`config.mk`:
```
export PLATFORM = sky130hd
export DESIGN_NAME = led_startup_seq
export DESIGN_NICKNAME = d
export VERILOG_FILES = /design/src/rtl/led_seq_pkg.sv /design/src/rtl/led_pin_classifier.sv /design/src/rtl/led_dwell_counter.sv /design/src/rtl/led_startup_seq.sv
export SDC_FILE = /design/constraint.sdc
export NUM_CORES = 1
export LEC_CHECK = 0
export CELL_PAD_IN_SITES_DETAIL_PLACEMENT = 1
export CELL_PAD_IN_SITES_GLOBAL_PLACEMENT = 2
export CORE_MARGIN = 5
export CORE_UTILIZATION = 38
export DETAILED_ROUTE_END_ITERATION = 8
export DONT_BUFFER_PORTS = 1
export GPL_ROUTABILITY_DRIVEN = 0
export GPL_TIMING_DRIVEN = 1
export HOLD_SLACK_MARGIN = 0.03
export PLACE_DENSITY_LB_ADDON = 0.08
export SETUP_SLACK_MARGIN = 0.2
export SYNTH_ARGS = -nofsm -noshare
export SYNTH_HDL_FRONTEND = slang
export SYNTH_SLANG_ARGS = --single-unit
```
`constraint.sdc`:
```
create_clock -name clk -period 2.2 [get_ports clk]
set_clock_uncertainty 0.05 [all_clocks]
set_input_delay 0.22 -clock clk [delete_from_list [all_inputs] [get_ports clk]]
set_output_delay 0.22 -clock clk [all_outputs]
set_load 0.05 [all_outputs]
```
`src/rtl/led_seq_pkg.sv`:
```
package led_seq_pkg;
  typedef enum logic [2:0] {
    SQ_IDLE   = 3'd0,
    SQ_GATE   = 3'd1,
    SQ_DETECT = 3'd2,
    SQ_HOLD   = 3'd3,
    SQ_SOFT   = 3'd4,
    SQ_RUN    = 3'd5
  } seq_state_t;
endpackage

```
`src/rtl/led_pin_classifier.sv`:
```
module led_pin_classifier #(
  parameter int NCH = 2
) (
  input  logic [NCH-1:0] lvl_gt70,
  input  logic [NCH-1:0] lvl_gt120,
  input  logic [NCH-1:0] lvl_gt325,
  output logic           any_short,
  output logic           all_armed,
  output logic [NCH-1:0] in_use
);
  logic [NCH-1:0] short_v;
  logic [NCH-1:0] armed_v;

  for (genvar i = 0; i < NCH; i++) begin : g_pin
    // below the lowest level: pin tied to ground
    assign short_v[i] = ~lvl_gt70[i];
    // armed once above 120 mV and not shorted
    assign armed_v[i] = lvl_gt120[i] & lvl_gt70[i];
    // only the top level marks a populated string
    assign in_use[i]  = lvl_gt325[i];
  end

  assign any_short = |short_v;
  assign all_armed = &armed_v;
endmodule

```
`src/rtl/led_dwell_counter.sv`:
```
module led_dwell_counter #(
  parameter int LIMIT = 3500
) (
  input  logic clk,
  input  logic rst,
  input  logic clr,
  input  logic inc,
  output logic done
);
  localparam int W = $clog2(LIMIT + 1);
  localparam logic [W-1:0] LAST = W'(LIMIT - 1);

  logic [W-1:0] cnt;

  assign done = inc && (cnt == LAST);

  always_ff @(posedge clk) begin
    if (rst || clr) cnt <= '0;
    else if (inc)   cnt <= done ? '0 : cnt + 1'b1;
  end

  AST_DWELL_RANGE: assert property (@(posedge clk) disable iff (rst)
    cnt <= LAST);
endmodule

```
`src/rtl/led_startup_seq.sv`:
```
module led_startup_seq #(
  parameter int NCH       = 2,
  parameter int DET_WAIT  = 3500,
  parameter int OFF_LIMIT = 32750
) (
  input  logic           clk,
  input  logic           rst,
  input  logic           uvlo_ok,
  input  logic           en_in,
  input  logic           fpin_low,
  input  logic           gate_rdy,
  input  logic [NCH-1:0] lvl_gt70,
  input  logic [NCH-1:0] lvl_gt120,
  input  logic [NCH-1:0] lvl_gt325,
  input  logic           headroom_ok,
  output logic           disc_en,
  output logic           soft_start,
  output logic           run_out,
  output logic [NCH-1:0] ch_mask,
  output logic [NCH-1:0] sink_en
);
  import led_seq_pkg::*;

  seq_state_t     state_q, state_d;
  logic [NCH-1:0] mask_d;
  logic           any_short, all_armed;
  logic [NCH-1:0] in_use;
  logic           det_done, off_done;
  logic           det_clr, det_inc, off_clr, off_inc;

  led_pin_classifier #(.NCH(NCH)) u_cls (
    .lvl_gt70 (lvl_gt70),
    .lvl_gt120(lvl_gt120),
    .lvl_gt325(lvl_gt325),
    .any_short(any_short),
    .all_armed(all_armed),
    .in_use   (in_use)
  );

  // classification window: consecutive armed cycles
  assign det_inc = (state_q == SQ_DETECT) && all_armed && !any_short;
  assign det_clr = !det_inc;

  led_dwell_counter #(.LIMIT(DET_WAIT)) u_det (
    .clk (clk),
    .rst (rst),
    .clr (det_clr),
    .inc (det_inc),
    .done(det_done)
  );

  // long-low enable in regulation
  assign off_inc = (state_q == SQ_RUN) && !en_in;
  assign off_clr = !off_inc;

  led_dwell_counter #(.LIMIT(OFF_LIMIT)) u_off (
    .clk (clk),
    .rst (rst),
    .clr (off_clr),
    .inc (off_inc),
    .done(off_done)
  );

  always_comb begin
    state_d = state_q;
    mask_d  = ch_mask;
    if (!uvlo_ok) begin
      state_d = SQ_IDLE;
    end else begin
      unique case (state_q)
        SQ_IDLE: if (en_in && !fpin_low) begin
          state_d = SQ_GATE;
          mask_d  = '0;
        end
        SQ_GATE: begin
          if (!en_in)        state_d = SQ_IDLE;
          else if (gate_rdy) state_d = SQ_DETECT;
        end
        SQ_DETECT: begin
          if (!en_in)         state_d = SQ_IDLE;
          else if (any_short) state_d = SQ_HOLD;
          else if (det_done) begin
            state_d = SQ_SOFT;
            mask_d  = in_use;
          end
        end
        SQ_HOLD: begin
          if (!en_in)          state_d = SQ_IDLE;
          else if (!any_short) state_d = SQ_DETECT;
        end
        SQ_SOFT: begin
          if (!en_in)           state_d = SQ_IDLE;
          else if (headroom_ok) state_d = SQ_RUN;
        end
        SQ_RUN: if (off_done) state_d = SQ_IDLE;
        default: state_d = SQ_IDLE;
      endcase
    end
  end

  logic sinks_on_d;
  assign sinks_on_d = (state_d == SQ_SOFT) || ((state_d == SQ_RUN) && en_in);

  always_ff @(posedge clk) begin
    if (rst) begin
      state_q    <= SQ_IDLE;
      ch_mask    <= '0;
      disc_en    <= 1'b0;
      soft_start <= 1'b0;
      run_out    <= 1'b0;
      sink_en    <= '0;
    end else begin
      state_q    <= state_d;
      ch_mask    <= mask_d;
      disc_en    <= (state_d != SQ_IDLE);
      soft_start <= (state_d == SQ_SOFT);
      run_out    <= (state_d == SQ_RUN) && en_in;
      sink_en    <= mask_d & {NCH{sinks_on_d}};
    end
  end

  AST_NO_START_PIN_LOW: assert property (@(posedge clk) disable iff (rst)
    (state_q == SQ_IDLE && fpin_low) |=> !disc_en);
  AST_GATE_FIRST: assert property (@(posedge clk) disable iff (rst)
    (state_q == SQ_GATE && !gate_rdy) |=> !soft_start);
  AST_SHORT_BLOCKS_SOFT: assert property (@(posedge clk) disable iff (rst)
    (state_q == SQ_DETECT && any_short) |=> !soft_start);
  AST_SINK_IN_MASK: assert property (@(posedge clk) disable iff (rst)
    (sink_en & ~ch_mask) == '0);
  AST_RUN_WITH_SWITCH: assert property (@(posedge clk) disable iff (rst)
    run_out |-> (disc_en && !soft_start));
  AST_UVLO_DROP: assert property (@(posedge clk) disable iff (rst)
    !uvlo_ok |=> !disc_en);
  AST_MASK_HELD: assert property (@(posedge clk) disable iff (rst)
    (state_q == SQ_SOFT || state_q == SQ_RUN) |=> $stable(ch_mask));
endmodule

```
* After elaboration in Yosys (flattened, before gate mapping)
Index checks and enable logic that the tools add are counted.
** Word-level totals
- Register bits :: 37
- Input bits :: 13
- Output and inout bits :: 7
** Cells by class
- $add $sub $neg :: 2
- Equal/unequal tests :: 9
- Muxes and demuxes :: 21
- Bitwise gates (word level) :: 5
- Reductions and logical operators :: 19
** Operator list (count)
- $mux 3 :: 12
- $pmux 3 s6 :: 1
- $add 15x1->15 const B :: 1
- $eq 15x15->1 const B :: 1
- $mux 15 :: 1
- $add 12x1->12 const B :: 1
- $eq 12x12->1 const B :: 1
- $eq 3x3->1 const B :: 4
- $mux 12 :: 1
- $mux 2 :: 5
- $logic_and 1x1->1 :: 7
- $eq 3x2->1 const B :: 2
- $logic_not 1->1 :: 5
- $pmux 2 s2 :: 1
- $eq 3x1->1 const B :: 1
- $logic_not 3->1 :: 1
- $logic_or 1x1->1 :: 3
- $reduce_bool 3->1 :: 1
- $and 1x1->1 :: 2
- $and 2x2->2 :: 1
- $not 1->1 :: 2
- $reduce_and 2->1 :: 1
- $reduce_or 2->1 :: 1

* Logic depth before layout (Yosys ltp)
Gate-level depths: netlist (run 1).
- Word-level depth :: 14
- Gate-level depth with buffers :: 8
- Depth with buffers taken out :: 7

* By module
A second synthesis (run 1) with hierarchy kept.
** Unflattened totals
- Cell total of the unflattened synthesis :: 207
- Area, all modules :: 1866.8 um^2
** Modules (own cells, without submodules)
- led_dwell_counter (u_off) :: times used 1, cells an instance 82, area each 738.2 um^2
- led_dwell_counter (u_det) :: times used 1, cells an instance 66, area each 590.6 um^2
- led_startup_seq :: times used 1, cells an instance 55, area each 510.5 um^2
- led_pin_classifier :: times used 1, cells an instance 4, area each 27.5 um^2

* Worst setup path after synthesis (run 1)
OpenSTA, ideal clock, no wires.
- Path kind :: register -> register
- Start point :: reg u_off.cnt[1]
- End point :: reg u_off.cnt[10]
- Setup time :: 0.064 ns
- Data arrival time :: 1.614 ns
- Data required time :: 2.086 ns
- Slack :: 0.472 ns
- Stages on the path, launching flop included :: 9
- Cells stage by stage :: dfxtp_1 > inv_1 > ha_1 > nand4b_1 > and4bb_4 > or4_4 > buf_6 > buf_6 > nor2_1
** Between the ends
- Longest elaborated chain between the ends :: 3
- Elaborated cells on any way between the ends :: 4
- Those cells by class :: add/sub (1); eq/ne (1); mux (1); reduce/logical (1)
** Ends and longest elaborated chain
- start: declaration :: line led_dwell_counter.sv:13 : logic [W-1:0] cnt;
- start signal: assignment :: line led_dwell_counter.sv:19 : else if (inc) cnt <= done ? '0 : cnt + 1'b1;
- branches (longest 2 deep; another with $add 15x1->15)
- $mux 15 (*) :: line led_dwell_counter.sv:19
Every way passes the cells marked *.
A chain may end at the register's enable or synchronous reset.

* Final worst setup path (run 1)
- Start point :: reg u_off.cnt[0]
- End point :: reg soft_start
** Between the ends
- Longest elaborated chain between the ends :: 6
** Ends and longest elaborated chain
- $eq 15x15->1 :: line led_dwell_counter.sv:15 : assign done = inc && (cnt == LAST);
- $logic_and 1x1->1 :: line led_dwell_counter.sv:15
- $mux 3 :: line led_startup_seq.sv:95 : SQ_RUN: if (off_done) state_d = SQ_IDLE;
- $pmux 3 s6 :: line led_startup_seq.sv:70 : unique case (state_q)
- $mux 3 :: line led_startup_seq.sv:67 : if (!uvlo_ok) begin
- $eq 3x3->1 :: line led_startup_seq.sv:116 : soft_start <= (state_d == SQ_SOFT);
- end signal: assignment :: line led_startup_seq.sv:116
- end: declaration :: line led_startup_seq.sv:17 : output logic soft_start,
Every way passes these cells.

==> results of run 1 <==
[flip-flops by register name, indices dropped and copies added (netlist names)]
signal / count
state_q: 3
run_out: 1
u_det.cnt: 12
soft_start: 1
ch_mask: 2
sink_en: 2
disc_en: 1
u_off.cnt: 15
[layer usage]
layer | vias up | track usage | routed length [um]
met5 | - | 0 | 0
li1 | 700 | - | -
met2 | 21 | 0.2177 | 1824
met1 | 664 | 0.1531 | 1780
met3 | 6 | 0.04691 | 216
met4 | 0 | 0.06926 | 70
[power groups by stage]
stage	clock (uW)	sequential, uW	combinational [uW]
floorplan	0	689	17.6
global placement	0	690	16.3
detailed placement	0	690	16.5
CTS	542	674	19.1
global route	567	674	20.9
finish	514	675	19.0
[placed cells by master (no fill, tap or decap), types with 2 or more instances in the layout]
master and count:
inv_1 5, nand4_1 10, and4_1 3, nand3_1 12
nand4b_1 2, a21oi_1 6, and4bb_2 2, a211oi_1 2
clkbuf_8 7, xor2_1 16, a21boi_0 2, nor3_1 5
o211ai_1 2, buf_4 2, o21ai_0 2, nor2_1 35
nor3b_1 3, nor4bb_1 2, and4_4 2, nand2_1 11
ha_1 3, dfxtp_1 37, and3_1 5, xnor2_1 6
[metrics by stage]
stage / area [um^2] / total power (uW) / std cells / worst slack [ns]
after global placement: 1788 / 706.2 / 244 / 0.3950
after floorplan: 1762 / 706.8 / 198 / 0.4720
after detailed placement: 1788 / 706.5 / 244 / 0.3919
after global routing: 1899 / 1262 / 253 / 0.2358
final: 1899 / 1208 / 253 / 0.3935
after CTS: 1899 / 1235 / 253 / 0.3668
[critical path, cell delays in order, from the launching register on]
cell      delay [ns]
dfxtp_1         0.43
ha_1            0.20
nand4b_1        0.11
and4bb_4        0.37
o21ai_1         0.09
a21oi_2         0.22
and4b_1         0.23
[area by class of cell]
type	instances	area share
clock buffer	7	0.05072
clock inverter	1	0.002635
inverter	5	0.009881
multi-input combinational	148	0.4993
sequential	37	0.3900
tap	52	0.03426
timing repair buffer	3	0.01318
[path summary, 6_finish.rpt]
kind	from	slack (ns)	cells after the start	endpoint
setup / recovery	u_off.cnt[0]$_SDFFE_PP0N_	0.39	6	soft_start$_SDFF_PP0_
hold / removal	rst	0.17	2	soft_start$_SDFF_PP0_
setup reg to reg	u_off.cnt[0]$_SDFFE_PP0N_	0.39	6	soft_start$_SDFF_PP0_
hold reg to reg	u_det.cnt[0]$_SDFFE_PP0N_	0.40	1	u_det.cnt[0]$_SDFFE_PP0N_
[kinds of logic after synthesis]
kind of cell | count (synthesis) | share of synthesized area
DFF | 37 | 0.4205
adders and majority gates | 3 | 0.02131
AOI/OAI and AO/OA | 21 | 0.07883
and+or+nand+nor | 102 | 0.3288
xor gates and xnor gates | 22 | 0.1094
buffers and inverters | 13 | 0.04119
[timing repair]
| action | CTS | global route |
|---|---|---|
| buffers inserted | 0 | 0 |
| endpoints found under the hold margin | 5 | 0 |
| hold buffers | 1 | 0 |
==> run metrics, run 1 <==
syn_nets 214; Die Wd 78.09 um; hold slack 0.1699 ns; mapped cell area 1762 um^2; Peak Freq 0.5535 GHz; final setup TNS 0 ns; IO Pins 20; status finished clean; Synth Register Bits 37; crit end category flip-flop; Min-Delay Path Class input port to flip-flop; Slew @ Worst Pin 0.5235 ns; root buffer cell clkbuf_8; Final nets 216; Netlist cell types 43; Syn Inst Count 198; critical path launch point type flip-flop; worst endpoint required time 2.33 ns; Final setup viols 0; Post-synth ARST share 0; post-DP HPWL 2945 um; Worst EP arrival 1.93 ns; Initial Utilization 0.3991; cell-internal power 962.6 uW; fraction of layout cells with a size suffix above 1 0.09950; Comb pwr share 0.016; RSZ-0062 raised after global routing false; Post-synth EDFFs 0; clock share of power 0.426; core region area 4414 um^2; register area 740.7 um^2; leading area contributor after synthesis dfxtp_1; CTS resizes 0; final wirelength 3892 um; die area 6098 um^2; IR drop worst, VDD 0.3241 mV; synth warn 0; Die Y 78.09 um; ant diodes 0; top_reg_cell synth dfxtp_1; CTS max path bufs 2; initial antenna violation count 0; Fin. Hold Viols 0; register clock-pin slew on the reported worst setup and hold paths 0.07 ns; Avg WL per Cell 15.38 um; Sw Ratio 0.2030; CTS H-Tree Depth 2; via/cell ratio 5.498; CTS buffer count 5; largest net degree at the start of global routing 16; Fill cells 511; crit share post-route 0.8212; vias 1,391; Total GRT Usage 0.1335; Slew headroom 0.6420; vias in the first global route 1,435; Iter 0 DRT Violations 26; Final ANT Viol Nets 0; share of power burned in registers 0.558; Avg Inst Size Synth 8.897 um^2; top-count cell post-synth dfxtp_1; switching power 245.1 uW; worst skew pair latency 0.29 ns; first-pass GRT wire length 6499 um; Max-cap violations 0; P per Cell Area 635.9 nW/um^2; CTS Sinks 37; utilization after layout 0.4303; sequential share of the synthesized area 0.4205; Rows 24; Synth top cells by count dfxtp_1, nor2_1, xor2_1; IO Port Bufs 0; Area contributors post-synth dfxtp_1, xor2_1, nor2_1; CTS tree built; iteration count of the initial detailed-routing pass 4; min cycle time layout 1.807 ns; total grt overflow 0; Max Slew Vio Count 0; DRC 0; area share of the largest cell type after synthesis 0.4205; crit path max fanout 6; Leak 0.0006302 uW; worst setup path category flip-flop to flip-flop; P&R area growth vs syn 7.812%; area of the multi-input gates 948.4 um^2
Power figures use the tool's default switching activity.
==> inputs of run 2 (changes only) <==
CORE_UTILIZATION = 34   (was 38)
clock period = 1.6 ns   (was 2.2 ns; I/O delays follow)
==> run 2 against run 1 <==
  * The run now ends with negative hold slack left
  * Worst hold slack got worse by 0.29 ns
  * Utilization rose by 4.0 points
  * Sequential power increased by 37%
  * Via count grew 14%
  * Critical path type unchanged
  * Highest routed layer unchanged
==> run metrics, run 2 (synthesis gave the netlist of run 1 again) <==
status finished, violations left; failing checks negative hold slack; CTS Sinks 37; fraction of layout cells with a size suffix above 1 0.3966; iteration count of the initial detailed-routing pass 4; register clock-pin slew on the reported worst setup and hold paths 0.07 ns; commonest non-fill, non-tap cell in the layout buf_4; cell-internal power 1248 uW; P&R area growth vs syn 35.51%; min cycle time layout 1.588 ns; Fill cells 597; WHS Endpoint state_q[2]$_SDFF_PP0_; Largest Register u_off.cnt; Comb pwr share 0.024; Final ANT Viol Nets 0; critical path launch point type flip-flop; hold slack -0.1207 ns; IO Pins 20; worst setup path category flip-flop to flip-flop; max reg flops 15; most frequent cells in the layout buf_4, nor2_1, dfxtp_1; Top Registers u_off.cnt (15), u_det.cnt (12), state_q (3); total grt overflow 0; Peak Freq 0.6296 GHz; RR Endpoint u_off.cnt[8]$_SDFFE_PP0N_; Max Slew Vio Count 0; core region area 5075 um^2; CTS tree built; Iter 0 DRT Violations 34; CTS max path bufs 2; initial antenna violation count 0; Slew @ Worst Pin 0.4879 ns; Min-Delay Path Class input port to flip-flop; worst endpoint required time 1.77 ns; die area 6721 um^2; Die Y 81.98 um; crit share post-route 0.9927; Total GRT Usage 0.1548; Initial Utilization 0.3471; Worst EP arrival 1.76 ns; P per Cell Area 664.5 nW/um^2; Fin. Hold Viols 5; Slew headroom 0.6743; IO Port Bufs 0; Final setup viols 0; CTS buffer count 5; final wirelength 4703 um; Reg2Reg Depth 6; utilization after layout 0.4704; ant diodes 0; crit path max fanout 15; worst hold stages 1; RR Startpoint u_off.cnt[1]$_SDFFE_PP0N_; worst skew pair latency 0.28 ns; Final nets 252; Leak 0.0008529 uW; clock share of power 0.394; post-DP HPWL 3543 um; Sw Ratio 0.2134; area of the multi-input gates 1126 um^2; via/cell ratio 5.150; root buffer cell clkbuf_8; RSZ-0062 raised after global routing true; share of power burned in registers 0.582; register area 763.2 um^2; switching power 338.6 uW; DRC 0; CTS H-Tree Depth 2; FF-to-FF setup slack 0.01 ns; crit end category flip-flop; Die Wd 81.98 um; largest net degree at the start of global routing 16; Max-cap violations 0; vias in the first global route 1,714; vias 1,581; Hold Crit Start rst; IR drop worst, VDD 0.2849 mV; first-pass GRT wire length 8052 um; Avg WL per Cell 15.32 um; Rows 26
## run 2: cell types whose count changed in the layout (fill, tap and decap cells not counted), sizes merged
| cell | delta |
|---|---|
| buf | +37 |
| clkbuf | +1 |
| clkinv | -1 |
| dlygate4sd3 | -1 |
## run 2: how the worst max path moves through the flow
stage	start	end	slack, ns	cells after the start
finish	u_off.cnt[1]$_SDFFE_PP0N_	u_off.cnt[8]$_SDFFE_PP0N_	0.01	6
global route	state_q[1]$_SDFF_PP0_	sink_en[1]$_SDFF_PP0_	-0.07	7
CTS	u_off.cnt[1]$_SDFFE_PP0N_	u_off.cnt[1]$_SDFFE_PP0N_	-0.001	6
detailed placement	state_q[2]$_SDFF_PP0_	soft_start$_SDFF_PP0_	-0.12	5
global placement	state_q[2]$_SDFF_PP0_	soft_start$_SDFF_PP0_	-0.1	5
floorplan	u_off.cnt[1]$_SDFFE_PP0N_	u_off.cnt[1]$_SDFFE_PP0N_	-0.03	8
## run 2: worst max-delay path: stages (launching register included)
cell and delay [ns]:
dfxtp_2 0.33, inv_2 0.04, ha_4 0.14, nand4b_1 0.08, and4bb_4 0.21, or4_4 0.54, nor2_1 0.13
## run 2: repair_timing
item                                   4_1_cts  5_1_grt
setup endpoints to repair                   37       37
resized for setup                           35        9
setup buffers                                1        6
pin swaps                                   10        7
endpoints found under the hold margin        5        5
## run 2: per-layer routing
layer,share of wire,global-route usage,wire length (um),vias up
met1,0.42,0.1804,1998,771
li1,-,-,-,777
met4,0.010,0.05150,48,0
met3,0.048,0.04715,225,6
met2,0.52,0.2682,2430,27
met5,0,0,0,-
## run 2: stage by stage
step | worst slack, ns | cells | TNS, ns | total power, uW | area, um^2
detailed placement | -0.1214 | 292 | -0.9603 | 979.9 | 2100
floorplan | -0.02896 | 198 | -0.2436 | 973.3 | 1826
finish | 0.01169 | 307 | 0 | 1586 | 2387
CTS | -0.0009852 | 301 | -0.0009852 | 1610 | 2308
global placement | -0.09712 | 292 | -0.3777 | 979.3 | 2100
global route | -0.06588 | 307 | -0.8023 | 1643 | 2387
## run 2: layout make-up
| type | count | share of cell area |
|---|---|---|
| timing repair buffer | 39 | 0.1305 |
| sequential | 37 | 0.3197 |
| inverter | 5 | 0.007862 |
| tap | 70 | 0.03669 |
| multi-input combinational | 148 | 0.4717 |
| clock buffer | 8 | 0.03354 |
## run 2: power groups by stage
| stage | registers (uW) | logic, uW | clock network, uW |
|---|---|---|---|
| after floorplan | 948 | 25.8 | 0 |
| after global placement | 948 | 30.9 | 0 |
| after detailed placement | 948 | 31.4 | 0 |
| after CTS | 922 | 36.3 | 652 |
| after global routing | 923 | 41.6 | 679 |
| final | 923 | 38.1 | 625 |
